--- config.mk ---
export PLATFORM = sky130hd
export DESIGN_NAME = sram_async_ctrl
export DESIGN_NICKNAME = d
export VERILOG_FILES = /design/src/rtl/sram_ctrl_pkg.sv /design/src/rtl/sram_phase_timer.sv /design/src/rtl/sram_seq_fsm.sv /design/src/rtl/sram_async_ctrl.sv
export SDC_FILE = /design/constraint.sdc
export NUM_CORES = 1
export LEC_CHECK = 0
export BUFFER_PORTS_ARGS = -buffer_cell sky130_fd_sc_hd__buf_2
export CORE_ASPECT_RATIO = 1.75
export CORE_MARGIN = 5
export CORE_UTILIZATION = 35
export DETAILED_ROUTE_END_ITERATION = 6
export GPL_TIMING_DRIVEN = 0
export PLACE_DENSITY = 0.66
export SYNTH_ARGS = -nofsm -noshare
export SYNTH_HDL_FRONTEND = slang
export SYNTH_HIERARCHICAL = 1
export SYNTH_SLANG_ARGS = --single-unit
export TNS_END_PERCENT = 100
--- constraint.sdc ---
create_clock -name clk -period 1.4 [get_ports clk]
set_input_delay 0.42 -clock clk [delete_from_list [all_inputs] [get_ports clk]]
set_output_delay 0.42 -clock clk [all_outputs]
set_load 0.01 [all_outputs]
--- src/rtl/sram_ctrl_pkg.sv ---
package sram_ctrl_pkg;

  typedef enum logic [2:0] {
    ST_IDLE = 3'd0,
    ST_WSET = 3'd1,
    ST_WPUL = 3'd2,
    ST_WHLD = 3'd3,
    ST_RACC = 3'd4,
    ST_REC  = 3'd5
  } ctrl_state_e;

  // nanoseconds rounded up to whole clock cycles
  function automatic int ns2cyc(input int ns, input int clk_ns);
    return (ns + clk_ns - 1) / clk_ns;
  endfunction

  function automatic int imax(input int a, input int b);
    return (a > b) ? a : b;
  endfunction

endpackage

--- src/rtl/sram_phase_timer.sv ---
module sram_phase_timer #(
  parameter int CW = 4
) (
  input  logic          clk,
  input  logic          rst_n,
  input  logic          load,
  input  logic [CW-1:0] load_val,
  output logic          done
);

  logic [CW-1:0] cnt_q, cnt_d;
  logic          cnt_en;

  assign done   = (cnt_q == '0);
  assign cnt_en = load || !done;

  always_comb begin
    cnt_d = cnt_q;
    if (load)       cnt_d = load_val;
    else if (!done) cnt_d = cnt_q - CW'(1);
  end

  always_ff @(posedge clk or negedge rst_n) begin
    if (!rst_n)      cnt_q <= '0;
    else if (cnt_en) cnt_q <= cnt_d;
  end

endmodule

--- src/rtl/sram_seq_fsm.sv ---
module sram_seq_fsm
  import sram_ctrl_pkg::*;
#(
  parameter int CW       = 4,
  parameter int WPUL_LEN = 6,
  parameter int WREC_LEN = 1,
  parameter int RACC_LEN = 7,
  parameter int RREC_LEN = 1
) (
  input  logic          clk,
  input  logic          rst_n,
  input  logic          req,
  input  logic          req_we,
  input  logic          done,
  output logic          load,
  output logic [CW-1:0] load_val,
  output ctrl_state_e   state_d,
  output ctrl_state_e   state_q
);

  localparam logic [CW-1:0] LD_ONE  = '0;
  localparam logic [CW-1:0] LD_WPUL = CW'(WPUL_LEN - 1);
  localparam logic [CW-1:0] LD_WREC = CW'(WREC_LEN - 1);
  localparam logic [CW-1:0] LD_RACC = CW'(RACC_LEN - 1);
  localparam logic [CW-1:0] LD_RREC = CW'(RREC_LEN - 1);

  always_comb begin
    state_d  = state_q;
    load     = 1'b0;
    load_val = LD_ONE;
    unique case (state_q)
      ST_IDLE: if (req) begin
        load = 1'b1;
        if (req_we) begin
          state_d  = ST_WSET;
          load_val = LD_ONE;
        end else begin
          state_d  = ST_RACC;
          load_val = LD_RACC;
        end
      end
      ST_WSET: if (done) begin
        state_d = ST_WPUL; load = 1'b1; load_val = LD_WPUL;
      end
      ST_WPUL: if (done) begin
        state_d = ST_WHLD; load = 1'b1; load_val = LD_ONE;
      end
      ST_WHLD: if (done) begin
        state_d = ST_REC; load = 1'b1; load_val = LD_WREC;
      end
      ST_RACC: if (done) begin
        state_d = ST_REC; load = 1'b1; load_val = LD_RREC;
      end
      ST_REC: if (done) state_d = ST_IDLE;
      default: state_d = ST_IDLE;
    endcase
  end

  always_ff @(posedge clk or negedge rst_n) begin
    if (!rst_n) state_q <= ST_IDLE;
    else        state_q <= state_d;
  end

endmodule

--- src/rtl/sram_async_ctrl.sv ---
module sram_async_ctrl
  import sram_ctrl_pkg::*;
#(
  parameter int AW        = 15,
  parameter int DW        = 8,
  parameter int CLK_NS    = 10,
  parameter int T_ACC_NS  = 70,
  parameter int T_OE_NS   = 35,
  parameter int T_RC_NS   = 70,
  parameter int T_WP_NS   = 55,
  parameter int T_AW_NS   = 65,
  parameter int T_DW_NS   = 30,
  parameter int T_WC_NS   = 70,
  parameter int T_WR_NS   = 5
) (
  input  logic          clk,
  input  logic          rst_n,
  input  logic          req,
  input  logic          req_we,
  input  logic [AW-1:0] req_addr,
  input  logic [DW-1:0] req_wdata,
  output logic          ready,
  output logic          rvalid,
  output logic [DW-1:0] rdata,
  output logic [AW-1:0] mem_addr,
  output logic          mem_ce_n,
  output logic          mem_we_n,
  output logic          mem_oe_n,
  output logic [DW-1:0] mem_dq_out,
  input  logic [DW-1:0] mem_dq_in,
  output logic          mem_dq_oe
);

  localparam int ACC_C    = ns2cyc(T_ACC_NS, CLK_NS);
  localparam int OE_C     = ns2cyc(T_OE_NS, CLK_NS);
  localparam int RC_C     = ns2cyc(T_RC_NS, CLK_NS);
  localparam int WP_C     = ns2cyc(T_WP_NS, CLK_NS);
  localparam int AWIN_C   = ns2cyc(T_AW_NS, CLK_NS);
  localparam int DWIN_C   = ns2cyc(T_DW_NS, CLK_NS);
  localparam int WC_C     = ns2cyc(T_WC_NS, CLK_NS);
  localparam int WR_C     = ns2cyc(T_WR_NS, CLK_NS);
  localparam int WPUL_LEN = imax(imax(WP_C, AWIN_C - 1), imax(DWIN_C - 1, 1));
  localparam int WREC_LEN = imax(imax(WR_C, WC_C - (WPUL_LEN + 2)), 1);
  localparam int RACC_LEN = imax(imax(ACC_C, OE_C), imax(RC_C, 1));
  localparam int RREC_LEN = imax(WR_C, 1);
  localparam int CW       = $clog2(imax(imax(WPUL_LEN, WREC_LEN), RACC_LEN) + 1);

  // reset: asserted asynchronously, released on a clock edge
  logic [1:0] rst_sync_q;
  logic       rst_core_n;

  always_ff @(posedge clk or negedge rst_n) begin
    if (!rst_n) rst_sync_q <= 2'b00;
    else        rst_sync_q <= {rst_sync_q[0], 1'b1};
  end
  assign rst_core_n = rst_sync_q[1];

  ctrl_state_e   state_d, state_q;
  logic          tmr_load, tmr_done;
  logic [CW-1:0] tmr_val;
  logic          accept, rd_capture;

  sram_phase_timer #(.CW(CW)) u_timer (
    .clk      (clk),
    .rst_n    (rst_core_n),
    .load     (tmr_load),
    .load_val (tmr_val),
    .done     (tmr_done)
  );

  sram_seq_fsm #(
    .CW       (CW),
    .WPUL_LEN (WPUL_LEN),
    .WREC_LEN (WREC_LEN),
    .RACC_LEN (RACC_LEN),
    .RREC_LEN (RREC_LEN)
  ) u_fsm (
    .clk      (clk),
    .rst_n    (rst_core_n),
    .req      (req),
    .req_we   (req_we),
    .done     (tmr_done),
    .load     (tmr_load),
    .load_val (tmr_val),
    .state_d  (state_d),
    .state_q  (state_q)
  );

  assign ready      = (state_q == ST_IDLE);
  assign accept     = ready && req;
  assign rd_capture = (state_q == ST_RACC) && tmr_done;

  // strobe decode from the next state, registered so pins never glitch
  logic ce_n_d, we_n_d, oe_n_d, dq_oe_d;

  always_comb begin
    ce_n_d  = 1'b1;
    we_n_d  = 1'b1;
    oe_n_d  = 1'b1;
    dq_oe_d = 1'b0;
    unique case (state_d)
      ST_WSET, ST_WHLD: begin ce_n_d = 1'b0; dq_oe_d = 1'b1; end
      ST_WPUL: begin ce_n_d = 1'b0; we_n_d = 1'b0; dq_oe_d = 1'b1; end
      ST_RACC: begin ce_n_d = 1'b0; oe_n_d = 1'b0; end
      default: ;
    endcase
  end

  always_ff @(posedge clk or negedge rst_core_n) begin
    if (!rst_core_n) begin
      mem_ce_n  <= 1'b1;
      mem_we_n  <= 1'b1;
      mem_oe_n  <= 1'b1;
      mem_dq_oe <= 1'b0;
      rvalid    <= 1'b0;
    end else begin
      mem_ce_n  <= ce_n_d;
      mem_we_n  <= we_n_d;
      mem_oe_n  <= oe_n_d;
      mem_dq_oe <= dq_oe_d;
      rvalid    <= rd_capture;
    end
  end

  always_ff @(posedge clk or negedge rst_core_n) begin
    if (!rst_core_n) begin
      mem_addr   <= '0;
      mem_dq_out <= '0;
    end else if (accept) begin
      mem_addr   <= req_addr;
      mem_dq_out <= req_wdata;
    end
  end

  always_ff @(posedge clk or negedge rst_core_n) begin
    if (!rst_core_n)     rdata <= '0;
    else if (rd_capture) rdata <= mem_dq_in;
  end

endmodule

==> run_results.csv, run 1 <==
group,metric,value,unit
status,run_status,"finished, violations left",
status,failed_checks,"setup timing",
worst_setup_path,critPathKind,"flip-flop to flip-flop",
pwr,p_leak,1.383,nW
drt,firstDrtPassIters,4,
worst_setup_path,worstPathMaxFanout,6,
timing,final-max-slew-violation-count,0,
hold_path,hold_class,"input port to flip-flop",
timing,hold_viol,0,
clocking,clock_latency,0.29,ns
yosys,avgSynthCellArea,14.29,um^2
pwr,power_frac_comb,0.517,
yosys,synth_top_cells_by_area,"dfrtp_1, mux2_2, dfstp_2, ha_1, nor4b_4",
yosys,ys.flop_type,"dfrtp_1",
timing,fin_crit_sh,1.194,
final_layout,area_growth,56.62,%
yosys,synth_edf_count,0,
drt,via_count,1347,
floorplan,start_util,0.3614,
place,dpl-instance-area,2333,um^2
clocking,cts_tree,"yes",
timing,relSlewSlack,0.4091,
yosys,syn_nets,164,
place,numPortBuffers,71,
worst_setup_path,cp.required,1.58,ns
global_route,grt_pass1_vias,1406,
yosys,synth_cell_type_count,34,
pwr,power.net_switching,2.302,mW
clocking,htree_levels,2,
timing,clock.fmax,0.5982,GHz
place,gp_congestion,0.7673,
drt,routed_via_density,4.794,
place,post-place-ws,-0.4733,ns
timing,rsz0062_at_grt,"true",
floorplan,fp.dieArea,6780,um^2
worst_setup_path,cp-start-kind,"flip-flop",
global_route,grt_use_total,0.1310,
floorplan,die_x,64.43,um
yosys,ys_async_sr_fraction,1.000,
clocking,numCtsBuffers,5,
timing,fin_hold_ws,0.3548,ns
clocking,path_clk_slew,0.08,ns
pwr,ir_drop,1306,uV
pwr,p_seq_frac,0.333,
yosys,yosys-top-cells-count,"dfrtp_1, mux2_2, inv_1, nor2_1, nand2_1",
worst_setup_path,end_kind,"flip-flop",
drt,postRouteAntennaNets,0,
final_layout,finalNonFillerCells,281,
final_layout,antennaDiodeCount,0,
timing,setup_ws,-0.2716,ns
drt,drc_errors,0,
pwr,pwr_density_cell,2425,nW/um^2
pwr,netSwitchingFraction,0.3341,
timing,finalSetupViolations,40,
clocking,root_buffer,"clkbuf_8",
final_layout,nNetsFinal,263,
clocking,clockBufferDepth,2,
clocking,cts_sinks,44,
global_route,grt_max_degree,43,
timing,finClkSkew,0.006477,ns
pwr,p_int,4.588,mW
global_route,gr-total-overflow,0,
yosys,yosysTopAreaCellShare,0.5655,
floorplan,core-area,5020,um^2
drt,wl_per_cell,15.24,um
place,dp_hpwl,2963,um
timing,worst_pin_slew,0.8863,ns
final_layout,postLayoutCellArea,2841,um^2
global_route,antenna_found_initial,0,
job,max_cap_violations,0,
worst_setup_path,cp.arrival,1.85,ns
yosys,syn_area,1814,um^2
yosys,ys_ff_latch,44,
drt,drt-total-wl,4282,um
yosys,synth_seq_area_share,0.6090,
pwr,clockPowerShare,0.150,
floorplan,fp.dieH,105.2,um
floorplan,rows,34,
yosys,synth_warnings,6,
final_layout,drive_above_1_share,0.7401,
final_layout,fin_util,0.5661,
yosys,syn_inst,127,
drt,drt_iter0_markers,16,
floorplan,io_pins,72,
yosys,yosysMostFrequentCell,"dfrtp_1",
timing,min_period,1.672,ns
yosys,yosysTopAreaCell,"dfrtp_1",
place,dp.cells,252,
global_route,grt_pass1_wl,6948,um
state kept, by name, summed over array words and instances (netlist names):
name and count:
u_fsm/state_q 3, mem_oe_n 1, mem_addr 15, rvalid 1
u_timer/cnt_q 3, rst_sync_q 2, mem_dq_out 8, rdata 8
mem_dq_oe 1, mem_ce_n 1, mem_we_n 1
cells by family after synthesis:
family,after synthesis,share of synthesized area
adder cells (fa/ha/maj),2,0.01379
XOR/XNOR,2,0.009657
multiplexers,32,0.1979
flip-flops,44,0.6090
AO/OA/AOI/OAI,11,0.04622
AND/OR/NAND/NOR,25,0.09104
buffers and inverters,10,0.03034
other,1,0.002067
metal layers:
metal	track usage	vias to the layer above	wire length, um
met2	0.2433	32	2458
met5	0	-	0
li1	-	644	-
met4	0.05295	0	60
met3	0.02982	5	166
met1	0.1390	666	1596
worst max-delay path, stage by stage (launching register included):
cell      delay (ns)
dfrtp_1         0.41
inv_2           0.09
ha_4            0.15
nand2b_4        0.07
inv_6           0.09
nor4bb_4        0.26
buf_4           0.21
mux2_4          0.30
area by class of cell:
| type | instances | area (um^2) |
|---|---|---|
| clock buffers | 7 | 96.34 |
| fillers | 435 | 2178 |
| clock inverters | 1 | 30.03 |
| inverters | 5 | 23.77 |
| multi-input cells | 73 | 900.9 |
| flip-flops and latches | 44 | 1110 |
| plain buffers | 5 | 62.56 |
| repair buffers | 92 | 550.5 |
| well taps | 54 | 67.56 |
placed cells by master, fill, tap and decap left out, types with 3 or more instances in the layout:
master / count
buf_2: 71
dfrtp_1: 37
mux2_4: 31
buf_4: 15
clkbuf_8: 7
buf_6: 6
dfrtp_2: 4
dfstp_2: 3
inv_2: 3
power by group through the flow:
stage               Sequential (mW)  Combinational (mW)  Clock [mW]
finish                         2.30                3.56        1.03
global route                   2.39                3.82        1.11
CTS                            2.28                3.30        1.06
detailed placement             2.29                2.62           0
global placement               2.26                2.58           0
floorplan                      2.49                1.54           0
path summary, 6_finish.rpt:
| check | start | end | slack [ns] | depth (start not counted) |
|---|---|---|---|---|
| min reg2reg | rst_sync_q[0]$_DFF_PN0_ | rst_sync_q[1]$_DFF_PN0_ | 0.36 | 0 |
| max | u_timer/cnt_q[1]$_DFFE_PN0P_ | rdata[6]$_DFFE_PN0P_ | -0.27 | 7 |
| min in group asynchronous | rst_sync_q[1]$_DFF_PN0_ | mem_dq_out[6]$_DFFE_PN0P_ | 0.39 | 0 |
| min | req_addr[1] | mem_addr[1]$_DFFE_PN0P_ | 0.35 | 2 |
| max reg2reg | u_timer/cnt_q[1]$_DFFE_PN0P_ | rdata[6]$_DFFE_PN0P_ | -0.27 | 7 |
| max in group asynchronous | rst_sync_q[1]$_DFF_PN0_ | u_fsm/state_q[1]$_DFF_PN0_ | 0.39 | 0 |
timing repair:
action,in CTS,in global routing
pin swaps,8,3
resized for setup,40,14
cloned,3,0
hold endpoints to repair,2,0
hold buffers,1,0
endpoints found under the setup margin,43,41
buffers inserted,11,6
metrics by stage:
| step | TNS (ns) | power [mW] |
|---|---|---|
| after detailed placement | -12.03 | 4.912 |
| after CTS | -4.872 | 6.640 |
| after floorplan | -4.922 | 4.031 |
| final | -5.551 | 6.889 |
| after global routing | -7.574 | 7.323 |
| after global placement | -26.70 | 4.840 |
(Power assumes the default switching activity.)
==> run 2, diff against run 1 <==
SETUP_SLACK_MARGIN = 0.2   (was not set)
==> run 2 against run 1 <==
Effect of this change: the flow still finishes with violations (setup timing); clock power fell by 29%; worst setup slack gained 0.026 ns; wire length increased by 9.0%; core utilization up 4.8 points.
==> run_results.csv, run 2 (synthesized netlist as in run 1, its figures left out) <==
group,metric,value,unit
clocking,clock_latency,0.29,ns
timing,clock.fmax,0.6077,GHz
global_route,grt_pass1_wl,7534,um
final_layout,fillCellCount,401,
timing,final-max-slew-violation-count,0,
worst_setup_path,path_buf_inv,3,
status,failed_checks,"setup timing",
floorplan,fp.dieArea,6780,um^2
timing,worst_pin_slew,0.5420,ns
worst_setup_path,ff2ff_path_depth,7,
timing,hold_viol,0,
final_layout,mostFrequentLayoutCells,"buf_2, buf_4, dfrtp_1, mux2_4, buf_6",
worst_setup_path,cp.required,1.57,ns
clocking,cts_tree,"yes",
clocking,numCtsBuffers,5,
timing,setup_ws,-0.2455,ns
pwr,fin_total_pwr,7.266,mW
timing,min_period,1.646,ns
final_layout,drive_above_1_share,0.7441,
hold_path,hold_class,"flip-flop to async pin",
final_layout,fin_util,0.6137,
timing,finalSetupViolations,42,
global_route,antenna_found_initial,0,
pwr,ir_drop,1063,uV
floorplan,start_util,0.3614,
pwr,pwr_density_cell,2359,nW/um^2
floorplan,fp.dieH,105.2,um
global_route,gr-total-overflow,0,
pwr,p_leak,1.534,nW
place,dp_hpwl,2992,um
final_layout,mostFrequentLayoutCell,"buf_2",
floorplan,io_pins,72,
final_layout,finalNonFillerCells,308,
worst_setup_path,worstSetupPathDepth,7,
worst_setup_path,crit_slowest_cell,"dfrtp_1",
place,numPortBuffers,71,
final_layout,nNetsFinal,290,
final_layout,largest-register,"mem_addr",
worst_setup_path,worstPathMaxFanout,5,
worst_setup_path,reg2reg_to,"rdata[4]$_DFFE_PN0P_",
floorplan,core-area,5020,um^2
global_route,grt_max_degree,43,
clocking,path_clk_slew,0.07,ns
clocking,clockBufferDepth,2,
final_layout,largest_reg_flops,15,
floorplan,rows,34,
place,gp_congestion,0.7462,
worst_setup_path,setup.worst_path.end,"rdata[4]$_DFFE_PN0P_",
worst_setup_path,critPathKind,"flip-flop to flip-flop",
floorplan,die_x,64.43,um
timing,relSlewSlack,0.6386,
final_layout,top_regs,"mem_addr: 15 flops, mem_dq_out: 8 flops, rdata: 8 flops",
drt,wl_per_cell,15.16,um
worst_setup_path,cp-startpoint,"u_timer/cnt_q[1]$_DFFE_PN0P_",
timing,rsz0062_at_grt,"true",
final_layout,area_growth,69.79,%
clocking,htree_levels,2,
timing,fin_crit_sh,1.175,
drt,postRouteAntennaNets,0,
clocking,root_buffer,"clkbuf_8",
drt,via_count,1434,
worst_setup_path,cpPeakStageDelay,0.39,ns
global_route,grt_pass1_vias,1529,
timing,finClkSkew,0.008158,ns
status,run_status,"finished, violations left",
worst_setup_path,crit_family,"flip-flops",
worst_setup_path,reg2reg_setup_slack,-0.25,ns
timing,fin_hold_ws,0.3193,ns
job,max_cap_violations,0,
drt,drc_errors,0,
drt,drt-total-wl,4668,um
place,dp.cells,252,
clocking,cts_sinks,44,
timing,tns,-6.273,ns
global_route,grt_use_total,0.1423,
worst_setup_path,cp-start-kind,"flip-flop",
drt,routed_via_density,4.656,
worst_setup_path,end_kind,"flip-flop",
worst_setup_path,reg2reg_from,"u_timer/cnt_q[1]$_DFFE_PN0P_",
worst_setup_path,crit_chain,"inv_2, ha_4, nand2b_4, inv_6, nor4bb_4, buf_4, mux2_4",
worst_setup_path,cp.arrival,1.81,ns
final_layout,antennaDiodeCount,0,
drt,firstDrtPassIters,4,
drt,drt_iter0_markers,39,
-- run 2: cell count changes in the layout (fill, tap and decap cells not counted), sizes merged --
cell | before | now
buf | 95 | 122
bufinv | 1 | 0
clkinv | 0 | 1
-- run 2: how the worst min path moves through the flow --
stage          depth (start not counted)                        end
3_5_place_dp                           1    rst_sync_q[0]$_DFF_PN0_
2_1_floorplan                          0    rst_sync_q[0]$_DFF_PN0_
5_1_grt                                2    mem_addr[5]$_DFFE_PN0P_
6_report                               0  mem_dq_out[4]$_DFFE_PN0P_
3_3_place_gp                           1    rst_sync_q[0]$_DFF_PN0_
4_1_cts                                2    mem_addr[5]$_DFFE_PN0P_
-- run 2: worst reg2reg max path, stage by stage (launching register included) --
cell      delay (ns)
dfrtp_1         0.39
inv_2           0.09
ha_4            0.16
nand2b_4        0.08
inv_6           0.08
nor4bb_4        0.24
buf_4           0.20
mux2_4          0.30
-- run 2: layout make-up --
class | count | area (um^2) | share of cell area
Inverter | 5 | 23.77 | 0.007717
Multi-Input combinational cell | 73 | 883.3 | 0.2868
Clock inverter | 1 | 5.005 | 0.001625
Timing Repair Buffer | 119 | 849.6 | 0.2758
Sequential cell | 44 | 1112 | 0.3611
Tap cell | 54 | 67.56 | 0.02193
Buffer | 5 | 62.56 | 0.02031
Clock buffer | 7 | 76.32 | 0.02478
-- run 2: timing repair --
action                     4_1_cts  5_1_grt
hold endpoints to repair         2        0
pin swaps                        5        6
cloned                           3        0
setup endpoints to repair       79       82
resized for setup               52       10
buffers inserted                24       20
hold buffers                     1        0
-- run 2: metal layers --
metal | track usage | part of all wire | vias up
met2 | 0.2648 | 0.58 | 31
met4 | 0.04539 | 0.014 | 0
met1 | 0.1527 | 0.36 | 705
met3 | 0.03727 | 0.042 | 5
met5 | 0 | 0 | -
li1 | - | - | 693
-- run 2: power breakdown --
group          switching, mW  total (mW)  internal [mW]
Combinational           1.61        4.22           2.61
Sequential             0.414        2.31           1.90
Clock                  0.386       0.736          0.350
Total                   2.41        7.27           4.86
-- run 2: stage by stage --
stage / area (um^2) / setup slack (ns)
3_5_place_dp: 2345 / -0.4274
2_1_floorplan: 1922 / -0.2219
3_3_place_gp: 2345 / -0.4209
4_1_cts: 2892 / -0.2164
5_1_grt: 3080 / -0.3479
6_report: 3080 / -0.2455
